## config.mk

```make
export PLATFORM = sky130hd
export DESIGN_NAME = sar_serial_adc
export DESIGN_NICKNAME = d
export VERILOG_FILES = /design/src/rtl/sarser_pkg.sv /design/src/rtl/sarser_sync.sv /design/src/rtl/sarser_sar_core.sv /design/src/rtl/sarser_frame.sv /design/src/rtl/sar_serial_adc.sv
export SDC_FILE = /design/constraint.sdc
export NUM_CORES = 1
export LEC_CHECK = 0
export BUFFER_PORTS_ARGS = -buffer_cell sky130_fd_sc_hd__buf_4
export CAP_MARGIN = 20
export CORE_UTILIZATION = 41
export CTS_BUF_LIST = sky130_fd_sc_hd__clkbuf_16
export CTS_CLUSTER_DIAMETER = 80
export DETAILED_ROUTE_END_ITERATION = 12
export SLEW_MARGIN = 10
export SYNTH_ARGS = -nofsm -noshare
export SYNTH_HDL_FRONTEND = slang
export SYNTH_HIERARCHICAL = 1
export SYNTH_SLANG_ARGS = --single-unit
```

## constraint.sdc

```tcl
create_clock -name clk_i -period 2.4 [get_ports clk_i]
set_clock_uncertainty 0.05 [all_clocks]
set_input_delay 0.12 -clock clk_i [delete_from_list [all_inputs] [get_ports clk_i]]
set_output_delay 0.12 -clock clk_i [all_outputs]
set_load 0.01 [all_outputs]
```

## src/rtl/sarser_pkg.sv

```systemverilog
package sarser_pkg;
  typedef enum logic [1:0] {
    FR_IDLE = 2'd0,
    FR_RUN  = 2'd1,
    FR_TAIL = 2'd2
  } fr_state_e;
endpackage

```

## src/rtl/sarser_sync.sv

```systemverilog
module sarser_sync #(
  parameter int unsigned STAGES  = 2,
  parameter bit          RST_VAL = 1'b0
) (
  input  logic clk_i,
  input  logic rst_ni,
  input  logic d_i,
  output logic q_o
);
  logic [STAGES:0] st;
  assign st[0] = d_i;

  for (genvar g = 0; g < STAGES; g++) begin : g_stage
    always_ff @(posedge clk_i or negedge rst_ni) begin
      if (!rst_ni) st[g+1] <= RST_VAL;
      else         st[g+1] <= st[g];
    end
  end

  assign q_o = st[STAGES];
endmodule

```

## src/rtl/sarser_sar_core.sv

```systemverilog
module sarser_sar_core #(
  parameter int unsigned RES_W = 16
) (
  input  logic                    clk_i,
  input  logic                    rst_ni,
  input  logic                    start_i,
  input  logic signed [RES_W:0]   ain_i,
  output logic                    busy_o,
  output logic                    done_o,
  output logic [RES_W-1:0]        code_o
);
  localparam int unsigned CMP_W = RES_W + 2;
  localparam logic signed [CMP_W-1:0] HALF = {2'b00, 1'b1, {(RES_W-1){1'b0}}};
  localparam logic signed [RES_W:0]   MAX_S = {2'b00, {(RES_W-1){1'b1}}};
  localparam logic signed [RES_W:0]   MIN_S = {2'b11, {(RES_W-1){1'b0}}};

  logic signed [RES_W:0] smp_q;
  logic [RES_W-1:0]      acc_q, mask_q, code_q;
  logic                  busy_q, done_q;

  logic [RES_W-1:0]        trial, acc_nx;
  logic signed [CMP_W-1:0] trial_s, smp_ext;
  logic                    keep;

  // comparator model: offset trial code mapped back to signed scale
  always_comb begin
    trial   = acc_q | mask_q;
    trial_s = $signed({2'b00, trial}) - HALF;
    smp_ext = {smp_q[RES_W], smp_q};
    keep    = (smp_ext >= trial_s);
    acc_nx  = keep ? trial : acc_q;
  end

  always_ff @(posedge clk_i or negedge rst_ni) begin
    if (!rst_ni) begin
      smp_q  <= '0;
      acc_q  <= '0;
      mask_q <= '0;
      code_q <= '0;
      busy_q <= 1'b0;
      done_q <= 1'b0;
    end else if (start_i) begin
      smp_q  <= ain_i;
      acc_q  <= '0;
      mask_q <= {1'b1, {(RES_W-1){1'b0}}};
      busy_q <= 1'b1;
      done_q <= 1'b0;
    end else if (busy_q) begin
      acc_q  <= acc_nx;
      mask_q <= mask_q >> 1;
      if (mask_q[0]) begin
        busy_q <= 1'b0;
        done_q <= 1'b1;
        code_q <= {~acc_nx[RES_W-1], acc_nx[RES_W-2:0]};
      end
    end else begin
      done_q <= 1'b0;
    end
  end

  assign busy_o = busy_q;
  assign done_o = done_q;
  assign code_o = code_q;

  AST_SAR_MASK_ONEHOT: assert property (@(posedge clk_i) disable iff (!rst_ni)
    busy_q |-> $countones(mask_q) == 1);
  AST_SAR_MASK_STEP: assert property (@(posedge clk_i) disable iff (!rst_ni)
    busy_q && !mask_q[0] && !start_i |=> busy_q && mask_q == ($past(mask_q) >> 1));
  AST_SAT_HI: assert property (@(posedge clk_i) disable iff (!rst_ni)
    done_q && (smp_q > MAX_S) |-> code_q == {1'b0, {(RES_W-1){1'b1}}});
  AST_SAT_LO: assert property (@(posedge clk_i) disable iff (!rst_ni)
    done_q && (smp_q <= MIN_S) |-> code_q == {1'b1, {(RES_W-1){1'b0}}});
  AST_MIDSCALE: assert property (@(posedge clk_i) disable iff (!rst_ni)
    done_q && (smp_q == '0) |-> code_q == '0);
endmodule

```

## src/rtl/sarser_frame.sv

```systemverilog
module sarser_frame
  import sarser_pkg::*;
#(
  parameter int unsigned RES_W      = 16,
  parameter int unsigned LEAD_EDGES = 5
) (
  input  logic             clk_i,
  input  logic             rst_ni,
  input  logic             cs_low_i,
  input  logic             start_i,
  input  logic             sclk_lvl_i,
  input  logic [RES_W-1:0] code_i,
  output logic             active_o,
  output logic             dout_o,
  output logic             oe_o
);
  localparam int unsigned LAST_EDGE = LEAD_EDGES + RES_W + 1;
  localparam int unsigned CNT_W     = $clog2(LAST_EDGE + 1);
  localparam logic [CNT_W-1:0] LEAD_C = CNT_W'(LEAD_EDGES);
  localparam logic [CNT_W-1:0] LAST_C = CNT_W'(LAST_EDGE);

  fr_state_e        st_q;
  logic [CNT_W-1:0] cnt_q, cnt_nx;
  logic [RES_W-1:0] sh_q;
  logic             dout_q, oe_q, sclk_prev_q, sclk_fall;

  assign sclk_fall = sclk_prev_q & ~sclk_lvl_i;
  assign cnt_nx    = cnt_q + 1'b1;

  always_ff @(posedge clk_i or negedge rst_ni) begin
    if (!rst_ni) begin
      st_q        <= FR_IDLE;
      cnt_q       <= '0;
      sh_q        <= '0;
      dout_q      <= 1'b0;
      oe_q        <= 1'b0;
      sclk_prev_q <= 1'b0;
    end else begin
      sclk_prev_q <= sclk_lvl_i;
      if (!cs_low_i) begin
        st_q   <= FR_IDLE;
        cnt_q  <= '0;
        oe_q   <= 1'b0;
        dout_q <= 1'b0;
      end else if (start_i) begin
        st_q   <= FR_RUN;
        cnt_q  <= '0;
        oe_q   <= 1'b0;
        dout_q <= 1'b0;
      end else if (st_q == FR_RUN && sclk_fall) begin
        cnt_q <= cnt_nx;
        if (cnt_nx == LEAD_C) begin
          oe_q   <= 1'b1;
          dout_q <= 1'b0;
          sh_q   <= code_i;
        end else if (cnt_nx == LAST_C) begin
          dout_q <= 1'b0;
          st_q   <= FR_TAIL;
        end else if (cnt_nx > LEAD_C) begin
          dout_q <= sh_q[RES_W-1];
          sh_q   <= sh_q << 1;
        end
      end
    end
  end

  assign active_o = (st_q == FR_RUN);
  assign dout_o   = dout_q;
  assign oe_o     = oe_q;

  AST_OE_AFTER_LEAD: assert property (@(posedge clk_i) disable iff (!rst_ni)
    oe_q && st_q == FR_RUN |-> cnt_q >= LEAD_C);
  AST_TAIL_LOW: assert property (@(posedge clk_i) disable iff (!rst_ni)
    st_q == FR_TAIL |-> oe_q && !dout_q);
  AST_HIZ_QUIET: assert property (@(posedge clk_i) disable iff (!rst_ni)
    !oe_q |-> !dout_q);
endmodule

```

## src/rtl/sar_serial_adc.sv

```systemverilog
module sar_serial_adc #(
  parameter int unsigned RES_W       = 16,
  parameter int unsigned LEAD_EDGES  = 5,
  parameter int unsigned SYNC_STAGES = 2
) (
  input  logic                  clk_i,
  input  logic                  rst_ni,
  input  logic                  cs_n_i,
  input  logic                  sclk_i,
  input  logic signed [RES_W:0] ain_i,
  output logic                  dout_o,
  output logic                  dout_en_o,
  output logic                  pwrdn_o
);
  logic cs_n_s, cs_prev_q, cs_fall, sclk_s;
  logic busy, done, active;
  logic [RES_W-1:0] code;

  sarser_sync #(.STAGES(SYNC_STAGES), .RST_VAL(1'b1)) u_cs_sync (
    .clk_i(clk_i), .rst_ni(rst_ni), .d_i(cs_n_i), .q_o(cs_n_s));

  sarser_sync #(.STAGES(SYNC_STAGES), .RST_VAL(1'b0)) u_sclk_sync (
    .clk_i(clk_i), .rst_ni(rst_ni), .d_i(sclk_i), .q_o(sclk_s));

  always_ff @(posedge clk_i or negedge rst_ni) begin
    if (!rst_ni) cs_prev_q <= 1'b1;
    else         cs_prev_q <= cs_n_s;
  end

  assign cs_fall = cs_prev_q & ~cs_n_s;

  sarser_sar_core #(.RES_W(RES_W)) u_sar (
    .clk_i(clk_i), .rst_ni(rst_ni), .start_i(cs_fall), .ain_i(ain_i),
    .busy_o(busy), .done_o(done), .code_o(code));

  sarser_frame #(.RES_W(RES_W), .LEAD_EDGES(LEAD_EDGES)) u_frame (
    .clk_i(clk_i), .rst_ni(rst_ni), .cs_low_i(~cs_n_s), .start_i(cs_fall),
    .sclk_lvl_i(sclk_s), .code_i(code), .active_o(active),
    .dout_o(dout_o), .oe_o(dout_en_o));

  assign pwrdn_o = ~busy & ~active;

  AST_HIZ_ON_CS_HIGH: assert property (@(posedge clk_i) disable iff (!rst_ni)
    cs_n_s |=> !dout_en_o);
  AST_PD_ON_START: assert property (@(posedge clk_i) disable iff (!rst_ni)
    cs_fall |=> !pwrdn_o);
  AST_DONE_AFTER_BUSY: assert property (@(posedge clk_i) disable iff (!rst_ni)
    done |-> !busy && $past(busy));
endmodule

```

==> results of run 1 <==
flip-flops by register name (all words and copies together), names as in the netlist:
signal / flops
u_frame/st_q: 2
u_sclk_sync/st: 1
u_frame/cnt_q: 5
cs_prev_q: 1
u_sar/mask_q: 16
u_sclk_sync/q_o: 1
u_frame/dout_o: 1
u_sar/busy_o: 1
u_sar/acc_q: 16
u_frame/oe_o: 1
u_cs_sync/q_o: 1
u_sar/smp_q: 17
u_cs_sync/st: 1
u_frame/sh_q: 16
u_sar/code_o: 16
u_frame/sclk_prev_q: 1
area by class of cell:
type / instances / area (µm²)
Sequential cell: 97 / 2430
Timing Repair Buffer: 89 / 756
Clock buffer: 9 / 225
Fill cell: 986 / 5210
Multi-Input combinational cell: 313 / 2190
Clock inverter: 7 / 55.1
Inverter: 9 / 33.8
Tap cell: 140 / 175
per-stage QoR:
stage | instances | utilization | power [mW] | hold WS, ns
floorplan | 446 | - | 2.41 | -0.226
finish | 664 | 0.530 | 4.25 | 0.281
global placement | 627 | 0.483 | 2.80 | 0.131
detailed placement | 627 | 0.483 | 2.84 | 0.137
global route | 664 | 0.530 | 4.47 | 0.309
CTS | 663 | 0.529 | 4.27 | 0.304
power groups by stage:
stage          Combinational, mW  Clock [mW]  Sequential (mW)
2_1_floorplan              0.559           0             1.85
3_3_place_gp               0.938           0             1.87
3_5_place_dp               0.969           0             1.87
4_1_cts                     1.02        1.41             1.84
5_1_grt                     1.13        1.48             1.86
6_report                    1.03        1.37             1.85
timing repair:
item | in CTS | in global routing
hold endpoints to repair | 63 | 0
endpoints found under the setup margin | 29 | 31
pin swaps | 1 | 2
setup buffers | 0 | 1
cloned | 0 | 0
resized for setup | 3 | 3
hold buffers | 20 | 0
cell usage in the layout (no fill, tap or decap), types with 3 or more instances in the layout:
master         count
xor2_1             3
dlygate4sd3_1     20
o21ai_0            7
a221o_1            7
inv_1             10
a221o_2            7
dfstp_2            3
o21a_1             3
buf_12             3
o311ai_0          14
mux2_2            16
nand3_1           18
nand2_1           56
nor2b_1            3
o21ai_1           17
nor2_2             3
mux2i_1           30
ha_4               3
ha_1              17
nand4_1            9
clkbuf_16          9
nor2_1            40
a21oi_1           13
buf_4             66
and3_1            15
dfrtp_1           94
metal layers:
metal,up-vias,share of wire,track usage
met1,1753,0.50,0.272
met3,17,0.021,0.0231
met2,54,0.46,0.304
met5,-,0,0
li1,1768,-,-
met4,0,0.021,0.0829
worst max-delay path, delay by kind of cell, from the launching register on:
kind / cells / cell delay, ns
AO/OA/AOI/OAI: 3 / 0.88
AND/OR/NAND/NOR: 3 / 0.48
flip-flops: 1 / 0.38
buffers and inverters: 2 / 0.30
adder cells (fa/ha/maj): 1 / 0.24
worst min-delay path by stage:
| stage | start | end | slack [ns] | depth (start not counted) |
|---|---|---|---|---|
| 3_3_place_gp | rst_ni | u_sar/smp_q[1] | 0.13 | 1 |
| 2_1_floorplan | rst_ni | u_frame/cnt_q[0] | -0.23 | 0 |
| 6_report | rst_ni | u_sar/mask_q[4] | 0.28 | 2 |
| 4_1_cts | u_sclk_sync/st[1] | u_sclk_sync/q_o | 0.30 | 0 |
| 3_5_place_dp | rst_ni | u_sar/smp_q[2] | 0.14 | 1 |
| 5_1_grt | u_cs_sync/st[1] | u_cs_sync/q_o | 0.31 | 0 |
==> metrics, run 1 <==
Skew-Pair Late Insertion Delay 0.34 ns; Worst slew margin 0.575; Die W 110 µm; Die Y 110 µm; final setup vio count 13; Post-Syn Nets 487; f_max 406 MHz; CP max stage cell dfrtp_1; DRC Markers 0; fin crit period between 2 and 2.5 ns; DR WL/cell 15.7 µm; Root Buffer clkbuf_16; worst path cell trace or2_4, ha_4, nand4_1, nor3_1, a211o_1, buf_4, o31a_1, buf_12, a221o_2; mean number of vias per cell 5.41; CP peak stage delay between 0.3 and 0.4 ns; failing checks negative setup slack; Die Area around 12,000 µm²; CTS max path bufs 2; leakage 2.73 nW; fin crit share 1.03; port buffer count 23; Sw Share 0.289; final worst-path setup slack -0.0620 ns; Core Region roughly 11,000 µm²; Internal Power a little over 3 mW; Net Sw Power 1.23 mW; GRT Util Overall 0.194; GRT overflow 0; final setup TNS -0.336 ns; share of post-route cells with drive strength above 1 0.240; drt first pass iters 4; CP endpoint u_sar/code_o[12]; clk slew on worst S/H paths approximately 0.070 ns; Setup WS pre-CTS -0.341 ns; WS Path Type reg -> reg; CP Launch Type flop; total CTS buffers 9; Hold WC Path Type in -> async; Mapped Area 4760 µm²; Cell Area, Placed between 5000 and 6000 µm²; CTS tree built; Post-DP HPWL 7.13 mm; Routed WL between 10 and 15 mm; Max rail drop VDD approximately 390 µV; warnings from Yosys 6; r2r setup slk -0.06 ns; first-pass GRT wire length 17.8 mm; final-stage net count between 500 and 600; via count 3,592; CP max FO 17; pwr/cell area 723 nW/µm²; GP Congestion 0.791; Crit. End Element flop; r2r startpoint u_sar/mask_q[15]; clock power share 0.323; worst endpoint data arrival time between 2 and 3 ns; status finished with violations; area grow syn2layout 23.2%; Logic pwr share 0.242; Clock Sinks 97; cell area after layout just under 6000 µm²; largest net degree at the start of global routing 49; I/O pin total 24; vias in the first global route 3,566; RR Endpoint u_sar/code_o[12]; Worst Tran Pin Value 0.636 ns; antenna violations before repair 0; Avg Inst Size Synth 10.7 µm²; R2R depth 9; Post-Synthesis Cells 446; critical path required time 2.57 ns; initial core utilization 0.430; Worst Setup SP u_sar/mask_q[15]; DRC marker count from the first detailed-route iteration between 200 and 250; FP Rows 38; Slew Limit Fails 0; RSZ-0062 raised after global routing yes; ANT cells 0; H-tree depth 3; Final ANT Viol Nets 0; Max-Cap Viols 0; register share of total power 0.435; final number of hold-violating endpoints 0
Power figures use the tool's default switching activity.
==> inputs of run 2 (changes only) <==
==> constraint.sdc (replaced) <==
create_clock -name clk_i -period 2.25 [get_ports clk_i]
set_clock_uncertainty 0.05 [all_clocks]
set_input_delay 0.1125 -clock clk_i [delete_from_list [all_inputs] [get_ports clk_i]]
set_output_delay 0.1125 -clock clk_i [all_outputs]
set_load 0.01 [all_outputs]
==> run 2 against run 1 <==
The flow still finishes with violations (negative setup slack). Sequential power increased by 6%. Critical path depth unchanged. Combinational power increased by 9.7%. Die area unchanged. Worst hold slack got worse by 0.072 ns. Sequential cell count unchanged. First-iteration DRC count increased by 15%. Sequential share of layout area decreased by 0.26 points. Via count decreased by 0.61%. Non-clock buffer count decreased by 2. Setup slack got worse by 0.20 ns. Largest cell class unchanged.
==> metrics, run 2 (same netlist as run 1, synthesis figures left out) <==
DRC Markers 0 (unchanged); final-stage net count 558 (was 560); Worst Tran Pin Value 0.661 ns (was 0.636 ns); GRT Util Overall 0.193 (was 0.194); CTS max path bufs 2 (unchanged); CP max stage cell dfrtp_1 (unchanged); CP Launch Type flop (unchanged); FP Rows 38 (unchanged); Sequential Area 2430 µm² (unchanged); failing checks negative setup slack (unchanged); Crit. End Element flop (unchanged); Hold WC Path Type in -> async (unchanged); WS Path Type reg -> reg (unchanged); Placed Cells incl. Taps 624 (was 627); max reg flops 17 (unchanged); GRT overflow 0 (unchanged); Multi-input gate area 2220 µm² (was 2190 µm²); port buffer count 23 (unchanged); CP peak stage delay 0.38 ns (about the same); Max-Cap Viols 0 (unchanged); leakage 2.74 nW (was 2.73 nW); Most flops, register u_sar/smp_q (unchanged); fin crit share 1.12 (was 1.03); CP max FO 16 (was 17); RSZ-0062 raised after global routing yes (unchanged); final worst-path setup slack -0.260 ns (was -0.0620 ns); Routed WL 10.4 mm (about the same); share of post-route cells with drive strength above 1 0.243 (was 0.240); I/O pin total 24 (unchanged); total CTS buffers 9 (unchanged); Top delay family on crit path compound AO/OA/AOI/OAI gates (unchanged); Die Area 12,100 µm² (unchanged); Die Y 110 µm (unchanged); via count 3,570 (was 3,592); worst path cell trace or2_4, ha_4, nand4_1, nor3_2, a211o_1, buf_4, o31a_1, buf_12, a221o_2 (was or2_4, ha_4, nand4_1, nor3_1, a211o_1, buf_4, o31a_1, buf_12, a221o_2); critical path required time 2.42 ns (was 2.57 ns); DRC marker count from the first detailed-route iteration 262 (was 227); Hold Slack 0.208 ns (was 0.281 ns); mean number of vias per cell 5.39 (was 5.41); Buf/Inv on CP 2 (unchanged); area grow syn2layout 24.0% (was 23.2%); most common cell after layout, fill and taps aside dfrtp_1 (unchanged); antenna violations before repair 0 (unchanged); fin crit period 2.51 ns (was 2.46 ns); Root Buffer clkbuf_16 (unchanged); most frequent cells in the layout dfrtp_1 (94), buf_4 (60), nand2_1 (56) (was dfrtp_1 (94), buf_4 (66), nand2_1 (56)); final cell count without fillers 662 (was 664); Cell Area, Placed 5390 µm² (was 5350 µm²); pwr/cell area 753 nW/µm² (was 723 nW/µm²); GP Congestion 0.813 (was 0.791); Clock Sinks 97 (unchanged); first-pass GRT wire length 17.6 mm (was 17.8 mm); Core Region 11,100 µm² (unchanged); RR Endpoint u_sar/code_o[14] (was u_sar/code_o[12]); Final ANT Viol Nets 0 (unchanged); Slew Limit Fails 0 (unchanged); r2r startpoint u_sar/acc_q[15] (was u_sar/mask_q[15]); status finished with violations (unchanged); Total Power 4.45 mW (was 4.25 mW); vias in the first global route 3,491 (was 3,566); Post-DP HPWL 7.15 mm (was 7.13 mm); largest net degree at the start of global routing 47 (was 49); Max rail drop VDD 456 µV (was 389 µV); R2R depth 9 (unchanged); clk slew on worst S/H paths 0.06 ns (was 0.07 ns); CTS tree built (unchanged); final setup vio count 32 (was 13); cell area after layout 5910 µm² (was 5870 µm²); drt first pass iters 4 (unchanged); Worst slew margin 0.559 (was 0.575); Skew-Pair Late Insertion Delay 0.34 ns (about the same); r2r setup slk -0.26 ns (was -0.06 ns); worst endpoint data arrival time 2.68 ns (was 2.63 ns); Die W 110 µm (unchanged); f_max 398 MHz (was 406 MHz); final number of hold-violating endpoints 0 (unchanged); initial core utilization 0.430 (unchanged); fillcell total 967 (was 986); H-tree depth 3 (unchanged); ANT cells 0 (unchanged); DR WL/cell 15.7 µm (about the same)
## run 2: cell count changes in the layout (fill, tap and decap cells not counted), moves of 2 or more
cell and change:
o311ai_0 -3, o311ai_1 +2, buf_4 -6, buf_12 +4
## run 2: layer usage
layer,track usage,wire [µm],part of all wire
met2,0.295,4770,0.46
met3,0.0385,350,0.034
met1,0.269,5050,0.49
met5,0,0,0
met4,0.0714,201,0.019
## run 2: worst max path at each step
stage,startpoint,to,slack (ns),depth (start not counted)
finish,u_sar/acc_q[15],u_sar/code_o[14],-0.26,9
global route,u_sar/acc_q[15],u_sar/code_o[14],-0.31,9
CTS,u_sar/acc_q[6],u_sar/code_o[11],-0.25,9
detailed placement,u_sar/acc_q[15],u_sar/acc_q[1],-0.52,7
global placement,u_sar/acc_q[6],u_sar/acc_q[9],-0.36,7
floorplan,u_sar/mask_q[15],u_sar/code_o[1],-0.11,9
## run 2: layout make-up
class / instances / share of cell area
Sequential cell: 97 / 0.412
Multi-Input combinational cell: 313 / 0.376
Timing Repair Buffer: 87 / 0.134
Clock buffer: 9 / 0.0381
Tap cell: 140 / 0.0297
Inverter: 9 / 0.00572
Clock inverter: 7 / 0.00530
## run 2: where the power goes
part	internal, mW	leakage, nW	switching (mW)
logic	0.522	1.32	0.612
registers	1.88	1.28	0.0888
clock network	0.727	0.134	0.615
total	3.13	2.74	1.32
## run 2: stage by stage
stage                util  TNS (ns)  setup slack, ns
floorplan               -     -1.18           -0.113
global placement    0.486     -7.92           -0.356
detailed placement  0.486    -10.13           -0.518
CTS                 0.530     -5.55           -0.254
global route        0.533     -8.03           -0.310
finish              0.533     -5.56           -0.260
## run 2: repair_timing
action	4_1_cts	5_1_grt
hold endpoints to repair	50	0
buffers inserted	2	0
setup endpoints to repair	32	32
pin swaps	3	1
gates resized for setup	3	9
hold buffers	20	0
==> inputs of run 3 (changes only) <==
--- a/config.mk
+++ b/config.mk
@@ -7,10 +7,11 @@
 export LEC_CHECK = 0
 export BUFFER_PORTS_ARGS = -buffer_cell sky130_fd_sc_hd__buf_4
 export CAP_MARGIN = 20
-export CORE_UTILIZATION = 41
+export CORE_UTILIZATION = 45
 export CTS_BUF_LIST = sky130_fd_sc_hd__clkbuf_16
 export CTS_CLUSTER_DIAMETER = 80
 export DETAILED_ROUTE_END_ITERATION = 12
+export RECOVER_POWER = 50
 export SLEW_MARGIN = 10
 export SYNTH_ARGS = -nofsm -noshare
 export SYNTH_HDL_FRONTEND = slang
==> constraint.sdc (replaced) <==
create_clock -name clk_i -period 2.3 [get_ports clk_i]
set_clock_uncertainty 0.05 [all_clocks]
set_input_delay 0.115 -clock clk_i [delete_from_list [all_inputs] [get_ports clk_i]]
set_output_delay 0.115 -clock clk_i [all_outputs]
set_load 0.01 [all_outputs]
==> run 3 against run 2 <==
The flow still finishes with violations (negative setup slack). Combinational power shrank 4%. Maximum frequency increased by 0.29%. Global-route usage is 2.4 points higher. Count of clock-buffer cells in the layout unchanged. Routed wire length rose by 4.3%. Design area down 0.97%. Sequential share of layout area grew 0.41 points. Critical path type unchanged. Highest routed layer unchanged.
==> metrics, run 3 (same netlist as run 1, synthesis figures left out) <==
status finished with violations (unchanged); failing checks negative setup slack (unchanged); fin crit period 2.50 ns (was 2.51 ns); GP Congestion 0.819 (was 0.813); final number of hold-violating endpoints 0 (unchanged); DRC marker count from the first detailed-route iteration 199 (was 262); RSZ-0062 raised after global routing yes (unchanged); Slew Limit Fails 0 (unchanged); antenna violations before repair 0 (unchanged); port buffer count 23 (unchanged); Crit. End Element flop (unchanged); GRT Util Overall 0.216 (was 0.193); Post-DP HPWL 7.43 mm (was 7.15 mm); RR Endpoint u_sar/code_o[12] (was u_sar/code_o[14]); WS Path Type reg -> reg (unchanged); most frequent cells in the layout dfrtp_1 (94), nand2_1 (56), buf_4 (55) (was dfrtp_1 (94), buf_4 (60), nand2_1 (56)); post-layout util 0.569 (was 0.533); vias in the first global route 3,651 (was 3,491); CTS tree built (unchanged); pwr/cell area 743 nW/µm² (was 753 nW/µm²); critical path required time 2.47 ns (was 2.42 ns); largest net degree at the start of global routing 49 (was 47); Hold WC Path Type reg -> reg (was in -> async); FP Rows 37 (was 38); Worst slew margin 0.192 (was 0.559); most common cell after layout, fill and taps aside dfrtp_1 (unchanged); share of post-route cells with drive strength above 1 0.232 (was 0.243); via count 3,598 (was 3,570); worst endpoint data arrival time 2.68 ns (about the same); Clock Sinks 97 (unchanged); final setup TNS -4.12 ns (was -5.56 ns); CP max FO 15 (was 16); leakage 2.71 nW (was 2.74 nW); max reg flops 17 (unchanged); CP endpoint u_sar/code_o[12] (was u_sar/code_o[14]); total CTS buffers 9 (unchanged); H-tree depth 3 (unchanged); r2r setup slk -0.20 ns (was -0.26 ns); DRC Markers 0 (unchanged); Worst Tran Pin Value 1.21 ns (was 0.661 ns); fin crit share 1.09 (was 1.12); Worst Setup SP u_sar/acc_q[6] (was u_sar/acc_q[15]); initial core utilization 0.463 (was 0.430); Die W 105 µm (was 110 µm); Root Buffer clkbuf_16 (unchanged); mean number of vias per cell 5.48 (was 5.39); final-stage net count 557 (was 558); final worst-path setup slack -0.203 ns (was -0.260 ns); GRT overflow 0 (unchanged); first-pass GRT wire length 18.5 mm (was 17.6 mm); Hold Slack 0.314 ns (was 0.208 ns); area grow syn2layout 22.8% (was 24.0%); Die Y 105 µm (was 110 µm); Core Region 10,300 µm² (was 11,100 µm²); Max rail drop VDD 427 µV (was 456 µV); Max-Cap Viols 0 (unchanged); CTS max path bufs 2 (unchanged); drt first pass iters 4 (unchanged); I/O pin total 24 (unchanged); f_max 399 MHz (was 398 MHz); Skew-Pair Late Insertion Delay 0.34 ns (about the same); Die Area 11,000 µm² (was 12,100 µm²); DR WL/cell 16.5 µm (was 15.7 µm); r2r startpoint u_sar/acc_q[6] (was u_sar/acc_q[15]); Final ANT Viol Nets 0 (unchanged); clk slew on worst S/H paths 0.06 ns (about the same); CP Launch Type flop (unchanged); Routed WL 10.8 mm (was 10.4 mm); ANT cells 0 (unchanged); Total Power 4.35 mW (was 4.45 mW); final setup vio count 31 (was 32); Most flops, register u_sar/smp_q (unchanged); R2R depth 9 (unchanged)
[run 3: cell count changes in the layout (fill, tap and decap cells not counted), sizes merged]
cell	change
clkbuf	+6
buf	-7
[run 3: what timing repair did]
action,4_1_cts,5_1_grt
buffers inserted,0,1
hold buffers,20,0
pin swaps,0,2
gates resized for setup,3,5
hold endpoints to repair,62,0
setup endpoints to repair,31,32
[run 3: layout make-up]
| type | instances | area (µm²) |
|---|---|---|
| sequential | 97 | 2430 |
| inverter | 9 | 33.8 |
| timing repair buffer | 86 | 748 |
| clock buffer | 9 | 225 |
| clock inverter | 7 | 31.3 |
| multi-input combinational | 313 | 2210 |
| fill | 903 | 4430 |
| tap | 136 | 170 |
[run 3: layer usage]
layer / vias to the layer above / global-route usage / share of wire
met2: 71 / 0.345 / 0.47
met3: 6 / 0.0337 / 0.038
met1: 1759 / 0.301 / 0.49
met5: - / 0 / 0
li1: 1762 / - / -
met4: 0 / 0.0734 / 0.0092
[run 3: worst min path at each step]
stage	depth (start not counted)	from	end	slack, ns
finish	0	u_sclk_sync/st[1]	u_sclk_sync/q_o	0.31
global route	0	u_cs_sync/st[1]	u_cs_sync/q_o	0.32
CTS	2	rst_ni	u_frame/sh_q[3]	0.32
detailed placement	1	rst_ni	u_frame/cnt_q[2]	0.13
global placement	1	rst_ni	u_frame/cnt_q[2]	0.12
floorplan	0	rst_ni	u_frame/cnt_q[0]	-0.23
[run 3: worst max-delay path, stage by stage, from the launching register on]
cell	delay (ns)
dfrtp_1	0.42
nor2_4	0.14
ha_4	0.21
a211oi_2	0.21
nor2_1	0.07
o31a_1	0.33
buf_4	0.14
o31a_1	0.32
buf_12	0.16
a221o_2	0.33
[run 3: through the flow]
| stage | instances | setup WS (ns) | instance area (µm²) |
|---|---|---|---|
| floorplan | 446 | -0.0627 | 4790 |
| CTS | 656 | -0.183 | 5840 |
| detailed placement | 620 | -0.438 | 5380 |
| global placement | 620 | -0.362 | 5380 |
| finish | 657 | -0.203 | 5850 |
| global route | 657 | -0.269 | 5850 |
[run 3: report_power, final]
group	switching (mW)	internal, mW	total, mW
combinational	0.599	0.492	1.09
clock	0.613	0.712	1.33
sequential	0.0909	1.84	1.93
total	1.30	3.04	4.35
